`src/rtl/fma_align_pkg.sv`:
```
package fma_align_pkg;

    // Placement class decided in the first stage and carried down the pipe
    typedef enum logic [1:0] {
        PL_SHIFT = 2'd0,   // normal right shift
        PL_BIG   = 2'd1,   // addend dominates, keep leftmost placement
        PL_OOR   = 2'd2    // shifted past the dataflow, force constant
    } place_e;

endpackage

```
`src/rtl/fma_align_sa.sv`:
```
module fma_align_sa
    import fma_align_pkg::*;
#(
    parameter int EXP_W  = 13,
    parameter int BIAS   = 'h0FFF,
    parameter int OFF0   = 59,
    parameter int OSL    = 64,
    parameter int SH_LIM = 250,
    parameter int SHW    = 8
) (
    input  logic             clk,
    input  logic             rst,
    input  logic             v_in,
    input  logic [EXP_W-1:0] exp_a,
    input  logic [EXP_W-1:0] exp_c,
    input  logic [EXP_W-1:0] exp_b,
    input  logic             a_implied,
    input  logic             c_implied,
    input  logic             b_implied,
    output logic             v_q,
    output place_e           place_q,
    output logic [SHW-1:0]   sh_q
);
    localparam int SAW = EXP_W + 3;
    localparam logic signed [SAW-1:0] K_S   = SAW'(OSL + OFF0 - BIAS);
    localparam logic signed [SAW-1:0] OSL_S = SAW'(OSL);
    localparam logic signed [SAW-1:0] LIM_S = SAW'(SH_LIM);

    logic [EXP_W-1:0]      ea_f, ec_f, eb_f;
    logic signed [SAW-1:0] sa;
    place_e                place_n;

    // Denormal operands: exponent LSB forced high to keep the bias consistent
    always_comb begin
        ea_f = {exp_a[EXP_W-1:1], exp_a[0] | ~a_implied};
        ec_f = {exp_c[EXP_W-1:1], exp_c[0] | ~c_implied};
        eb_f = {exp_b[EXP_W-1:1], exp_b[0] | ~b_implied};
        sa   = $signed({{(SAW-EXP_W){1'b0}}, ea_f})
             + $signed({{(SAW-EXP_W){1'b0}}, ec_f})
             - $signed({{(SAW-EXP_W){1'b0}}, eb_f})
             + K_S;
        if (sa < OSL_S)
            place_n = PL_BIG;
        else if (sa >= LIM_S)
            place_n = PL_OOR;
        else
            place_n = PL_SHIFT;
    end

    always_ff @(posedge clk) begin
        if (rst) begin
            v_q     <= 1'b0;
            place_q <= PL_SHIFT;
            sh_q    <= '0;
        end else begin
            v_q     <= v_in;
            place_q <= place_n;
            sh_q    <= sa[SHW-1:0];
        end
    end

endmodule

```
`src/rtl/fma_align_coarse.sv`:
```
module fma_align_coarse
    import fma_align_pkg::*;
#(
    parameter int XW  = 252,
    parameter int SHW = 8,
    parameter int CB  = 4
) (
    input  logic           clk,
    input  logic           rst,
    input  logic           v_in,
    input  logic [XW-1:0]  vec_in,
    input  logic [SHW-1:0] sh_in,
    input  place_e         place_in,
    output logic           v_q,
    output logic [XW-1:0]  vec_q,
    output logic [CB-1:0]  fine_q,
    output logic           stk_q,
    output place_e         place_q
);
    logic [SHW-1:0] camt;
    logic [XW-1:0]  shifted;
    logic           lost;

    // Coarse step: move by whole multiples of the coarse granule
    always_comb begin
        camt    = {sh_in[SHW-1:CB], {CB{1'b0}}};
        shifted = vec_in >> camt;
        lost    = |(vec_in & ~({XW{1'b1}} << camt));
    end

    always_ff @(posedge clk) begin
        if (rst) begin
            v_q     <= 1'b0;
            vec_q   <= '0;
            fine_q  <= '0;
            stk_q   <= 1'b0;
            place_q <= PL_SHIFT;
        end else begin
            v_q     <= v_in;
            vec_q   <= shifted;
            fine_q  <= sh_in[CB-1:0];
            stk_q   <= lost;
            place_q <= place_in;
        end
    end

endmodule

```
`src/rtl/fma_align_fine.sv`:
```
module fma_align_fine #(
    parameter int XW   = 252,
    parameter int DF_W = 188,
    parameter int CB   = 4
) (
    input  logic [XW-1:0]   vec_in,
    input  logic [CB-1:0]   fine_in,
    output logic [DF_W-1:0] aligned,
    output logic            stk
);
    // Fine step: residual shift below the coarse granule
    always_comb begin
        aligned = DF_W'(vec_in >> fine_in);
        stk     = |(vec_in & ~({XW{1'b1}} << fine_in));
    end

endmodule

```
`src/rtl/fma_addend_align.sv`:
```
module fma_addend_align
    import fma_align_pkg::*;
#(
    parameter int EXP_W  = 13,
    parameter int SIG_W  = 53,
    parameter int PROD_W = 128,
    parameter int GAP    = 5,
    parameter int LEFT_W = 60,
    parameter int OSL    = 64,
    parameter int COARSE = 16,
    parameter int BIAS   = 'h0FFF,
    parameter int OFF0   = 59
) (
    input  logic                        clk,
    input  logic                        rst,
    input  logic                        in_valid,
    input  logic [EXP_W-1:0]            exp_a,
    input  logic [EXP_W-1:0]            exp_c,
    input  logic [EXP_W-1:0]            exp_b,
    input  logic                        a_implied,
    input  logic                        c_implied,
    input  logic [SIG_W-1:0]            b_sig,
    input  logic                        eff_sub,
    output logic                        out_valid,
    output logic [LEFT_W+PROD_W-1:0]    out_aligned,
    output logic                        out_sticky,
    output logic                        out_bmgtp,
    output logic                        out_oor
);
    localparam int DF_W     = LEFT_W + PROD_W;
    localparam int ADD_LSB0 = PROD_W + GAP;        // addend LSB, unshifted
    localparam int ADD_END  = ADD_LSB0 + SIG_W;    // first vacant bit
    localparam int XW       = DF_W + OSL;          // window incl. left offset
    localparam int SH_LIM   = OSL + ADD_END;       // first out-of-range SA
    localparam int SHW      = $clog2(SH_LIM);
    localparam int CB       = $clog2(COARSE);

    // Stage 1: shift amount and placement class
    logic           v1;
    place_e         place1;
    logic [SHW-1:0] sh1;
    logic [SIG_W-1:0] sig1;
    logic           sub1;

    fma_align_sa #(
        .EXP_W(EXP_W), .BIAS(BIAS), .OFF0(OFF0), .OSL(OSL),
        .SH_LIM(SH_LIM), .SHW(SHW)
    ) u_sa (
        .clk(clk), .rst(rst), .v_in(in_valid),
        .exp_a(exp_a), .exp_c(exp_c), .exp_b(exp_b),
        .a_implied(a_implied), .c_implied(c_implied),
        .b_implied(b_sig[SIG_W-1]),
        .v_q(v1), .place_q(place1), .sh_q(sh1)
    );

    always_ff @(posedge clk) begin
        if (rst) begin
            sig1 <= '0;
            sub1 <= 1'b0;
        end else begin
            sig1 <= b_sig;
            sub1 <= eff_sub;
        end
    end

    // Stage 2: coarse shift of the addend from its offset start position
    logic [XW-1:0]    vec1;
    logic             v2;
    logic [XW-1:0]    vec2;
    logic [CB-1:0]    fine2;
    logic             stk2;
    place_e           place2;
    logic [SIG_W-1:0] sig2;
    logic             sub2;

    assign vec1 = XW'(sig1) << (ADD_LSB0 + OSL);

    fma_align_coarse #(.XW(XW), .SHW(SHW), .CB(CB)) u_coarse (
        .clk(clk), .rst(rst), .v_in(v1), .vec_in(vec1), .sh_in(sh1),
        .place_in(place1), .v_q(v2), .vec_q(vec2), .fine_q(fine2),
        .stk_q(stk2), .place_q(place2)
    );

    always_ff @(posedge clk) begin
        if (rst) begin
            sig2 <= '0;
            sub2 <= 1'b0;
        end else begin
            sig2 <= sig1;
            sub2 <= sub1;
        end
    end

    // Stage 3: fine shift, placement select, complement, output register
    logic [DF_W-1:0] fine_al;
    logic            fine_stk;
    logic [DF_W-1:0] al_n;
    logic            stk_n;

    fma_align_fine #(.XW(XW), .DF_W(DF_W), .CB(CB)) u_fine (
        .vec_in(vec2), .fine_in(fine2), .aligned(fine_al), .stk(fine_stk)
    );

    always_comb begin
        unique case (place2)
            PL_BIG: begin
                al_n  = DF_W'(sig2) << ADD_LSB0;
                stk_n = 1'b0;
            end
            PL_OOR: begin
                al_n  = '0;
                stk_n = |sig2;
            end
            default: begin
                al_n  = fine_al;
                stk_n = stk2 | fine_stk;
            end
        endcase
    end

    always_ff @(posedge clk) begin
        if (rst) begin
            out_valid   <= 1'b0;
            out_aligned <= '0;
            out_sticky  <= 1'b0;
            out_bmgtp   <= 1'b0;
            out_oor     <= 1'b0;
        end else begin
            out_valid   <= v2;
            out_aligned <= al_n ^ {DF_W{sub2}};
            out_sticky  <= stk_n;
            out_bmgtp   <= (place2 == PL_BIG);
            out_oor     <= (place2 == PL_OOR);
        end
    end

endmodule

```
`config.mk`:
```
export PLATFORM = sky130hd
export DESIGN_NAME = fma_addend_align
export DESIGN_NICKNAME = d
export VERILOG_FILES = /design/src/rtl/fma_align_pkg.sv /design/src/rtl/fma_align_sa.sv /design/src/rtl/fma_align_coarse.sv /design/src/rtl/fma_align_fine.sv /design/src/rtl/fma_addend_align.sv
export SDC_FILE = /design/constraint.sdc
export NUM_CORES = 2
export LEC_CHECK = 0
export BUFFER_PORTS_ARGS = -buffer_cell sky130_fd_sc_hd__buf_2
export CORE_AREA = 2 2 215 301
export DETAILED_ROUTE_END_ITERATION = 7
export DIE_AREA = 0 0 217 303
export GPL_TIMING_DRIVEN = 0
export PLACE_DENSITY_LB_ADDON = 0.2
export SLEW_MARGIN = 25
export SYNTH_ARGS = -nofsm -noshare
export SYNTH_HDL_FRONTEND = slang
export SYNTH_SLANG_ARGS = --single-unit
```
`constraint.sdc`:
```
create_clock -name clk -period 4.5 [get_ports clk]
set_clock_uncertainty 0.15 [all_clocks]
set_input_delay 0.225 -clock clk [delete_from_list [all_inputs] [get_ports clk]]
set_output_delay 0.225 -clock clk [all_outputs]
set_load 0.005 [all_outputs]
```
==> results.yml <==
timing:
  layout_min_cycle_time_ps: 4220
  worst_pin_slew_ps: 1240
  fmax_ghz: 0.237
  finalHoldViolCount: 0
  setup_viol: 0
  finalCritPeriodShare: 0.937
  maxSlewViolCount: 0
  relSlewSlack: 0.174
  rsz0062_at_grt: "false"
  finalWorstSetupSlack_ps: 284
critical_path:
  required_ps: 4850
  reg2reg_to: "out_sticky"
  critPathSlowestCell: "fa_1"
  timing.rr.start: "u_coarse.place_q[0]"
  startpoint_type: "input pin"
  path_buf_inv: 2
  worst_path_most_repeated_cell: "ha_1"
  max_stage_delay_ps: 430
  critPathArrivalTime_ps: 4560
  crit_type: "input pin to register"
  cp.depth: 21
  startpoint: "exp_c[0]"
  rr_worst_depth: 7
  endpoint_kind: "register"
  crit_end: "u_sa.place_q[1]"
  path_delay_family: "compound AO/OA/AOI/OAI gates"
  r2r_setup_slack_ps: 660
  crit_fanout: 8
  crit_chain: "buf_2 -> nand2b_1 -> ha_1 -> fa_1 -> a21oi_2 -> o211ai_1 -> a31oi_1 -> nor2b_1 -> o21a_1 -> o41ai_2 -> xor2_1 -> ha_1 -> inv_1 -> ha_1 -> a211oi_1 -> a221oi_1 -> nor2_1 -> nor4_1 -> and3_1 -> nand4_1 -> o311a_1"
power_and_ir_drop:
  powerDensity_nw_per_um2: 461
  p_leak_uw: 0.0138
  vdd.ir_drop.worst_v: 0.000363
place:
  placed_area_um2: 30700
  port_buffers: 289
  pre_cts_slack_ps: -447
  gp_congestion: 1.12
  dp_hpwl_mm: 94.5
  dp_cells: 4028
yosys:
  syn_area_um2: 28100
  synth-seq-area-share: 0.371
  syn_inst: 2899
  yosysWarnings: 0
  synth_edf_count: 0
  synth_commonest_cells: "dfxtp_1, nand2_1, nor2_1"
  synth_area_leaders: "dfxtp_1, mux4_2, mux2i_1"
  async_reset_ff_frac: 0
  ys_ff_latch: 522
  yosysMostFrequentCell: "dfxtp_1"
  syn_nets: 3040
  synth_top_cell_area_share: 0.371
  synth_cell_types: 64
  synth_area_leader_cell: "dfxtp_1"
  synth.avg_cell_area_um2: 9.70
  ys.flop_type: "dfxtp_1"
finish:
  drive_gt1_frac: 0.213
  finalInstanceArea_um2: 33000
  post-route-util: 0.524
  synthToLayoutAreaGrowth_pct: 17.3
  final_cells: 4179
  final_nets: 3444
global_routing:
  grt_usage: 0.360
  grt_max_degree: 16
  grt_pass1_vias: 25294
  grt_pass1_wl_mm: 170
  overflow: 0
  antenna_found_initial: 3
detailed_routing:
  wl_per_cell_um: 28.8
  drt_wl_total_mm: 120
  via_per_inst: 6.06
  drtIter0Drc: 2630
  dr.pass1.iters: 5
  dr_total_vias: 25314
  drc: 0
  drtAntennaViolNets: 0
clock_tree:
  clk_latency_ps: 630
  ctsRootBufferMaster: "clkbuf_16"
  clk_pin_slew_worst_paths_ps: 60
  clockBufferDepth: 3
  htree_num_levels: 2
  cts_setup_buffers: 0
  cts_num_sinks: 522
  cts_buffers: 50
  cts_tree: "yes"
floorplan:
  die_w_um: 217
  fp.coreArea_um2: 63000
  chipHeight_um: 303
  num_rows: 109
  io_pins: 290
  die-area_um2: 65800
  start_util: 0.447
run:
  cap_violations: 0
worst_hold_path:
  hp-class: "input pin to register"
run_status:
  status: "finished clean"
## per-layer routing
layer	wire length, um	up-vias	global-route usage
met2	58900	1318	0.627
met1	43700	12428	0.404
met3	8360	360	0.0586
met5	0	-	0
met4	9440	0	0.250
li1	-	11208	-
## cells in the final DEF (no fill, tap or decap), types with 7 or more instances in the layout
cell type,count
a32o_1,12
buf_1,24
a211oi_1,9
dlygate4sd3_1,56
clkinv_2,7
buf_6,20
buf_2,323
a22oi_1,54
xnor2_1,9
ha_1,41
and3_1,129
nand2_1,388
a31oi_1,50
nand4_1,8
dfxtp_1,522
a21oi_1,46
a311o_1,85
xor2_1,143
inv_1,33
o211ai_1,23
buf_4,10
nor2_1,383
mux2i_1,154
clkbuf_8,9
nand2b_1,9
mux2_2,40
nand3_1,28
o21ai_0,30
nor2b_1,129
nor4_1,23
clkbuf_16,50
mux4_2,209
nor3_1,9
clkbuf_1,175
## worst min-delay path by stage
stage                          startpoint  cells past startpoint                   to  slack, ps
after floorplan                  b_sig[0]                      1              sig1[0]        200
after global placement       u_coarse.v_q                      1            out_valid        270
after detailed placement  u_sa.place_q[0]                      1  u_coarse.place_q[0]        280
after CTS                             rst                      3         u_sa.sh_q[6]         10
after global routing                  rst                      3         u_sa.sh_q[6]         60
final                            exp_b[1]                      5         u_sa.sh_q[1]         40
## state kept, by name, indices dropped and copies added (netlist names)
name,cells
u_coarse.vec_q,203
out_aligned,188
sig1,53
sig2,53
u_sa.sh_q,8
u_coarse.fine_q,4
u_coarse.place_q,2
u_sa.place_q,2
out_bmgtp,1
out_oor,1
out_sticky,1
out_valid,1
sub1,1
sub2,1
u_coarse.stk_q,1
u_coarse.v_q,1
u_sa.v_q,1
## logic make-up (layout without fill, tap and decap cells)
| family | after synthesis | count (layout) | synth area share |
|---|---|---|---|
| AO/OA/AOI/OAI | 363 | 363 | 0.0965 |
| AND/OR/NAND/NOR | 1121 | 1121 | 0.179 |
| adder cells (fa/ha/maj) | 46 | 46 | 0.0208 |
| XOR/XNOR | 152 | 152 | 0.0473 |
| other | 0 | 6 | 0 |
| flip-flops | 522 | 522 | 0.371 |
| multiplexers | 405 | 405 | 0.239 |
| buffers and inverters | 290 | 732 | 0.0457 |
## tightest hold or removal path, stage by stage
cell     delay, ps
buf_2          100
inv_1           50
ha_1           130
ha_1           150
nor2b_1        120
## power by group
group | switching [uW] | leakage [uW] | internal [uW]
combinational | 3520 | 0.00870 | 1890
clock | 1880 | 0.000828 | 2490
sequential | 356 | 0.00426 | 5080
## metrics by stage
stage          setup TNS (ps)  hold slack [ps]  power (uW)
2_1_floorplan               0              203        8580
3_3_place_gp             -684              273       10600
3_5_place_dp             -838              278       10700
4_1_cts                     0             9.94       15100
5_1_grt                     0             55.4       15700
6_report                    0             40.7       15200
## final cells by class
| class | instances | area (um^2) |
|---|---|---|
| clock buffer | 69 | 1410 |
| tap | 832 | 1040 |
| clock inverter | 21 | 270 |
| buffer | 250 | 1140 |
| antenna | 6 | 15.0 |
| inverter | 39 | 146 |
| sequential | 522 | 10500 |
| multi-input combinational | 2087 | 16500 |
| timing repair buffer | 353 | 2070 |
| fill | 5850 | 30000 |
## timing repair
action                                 in CTS  in global routing
setup endpoints to repair                   0                  2
endpoints found under the hold margin      56                  0
resized for setup                           0                  2
hold buffers                               56                  0
No activity file was read; power rests on OpenSTA's default activity.
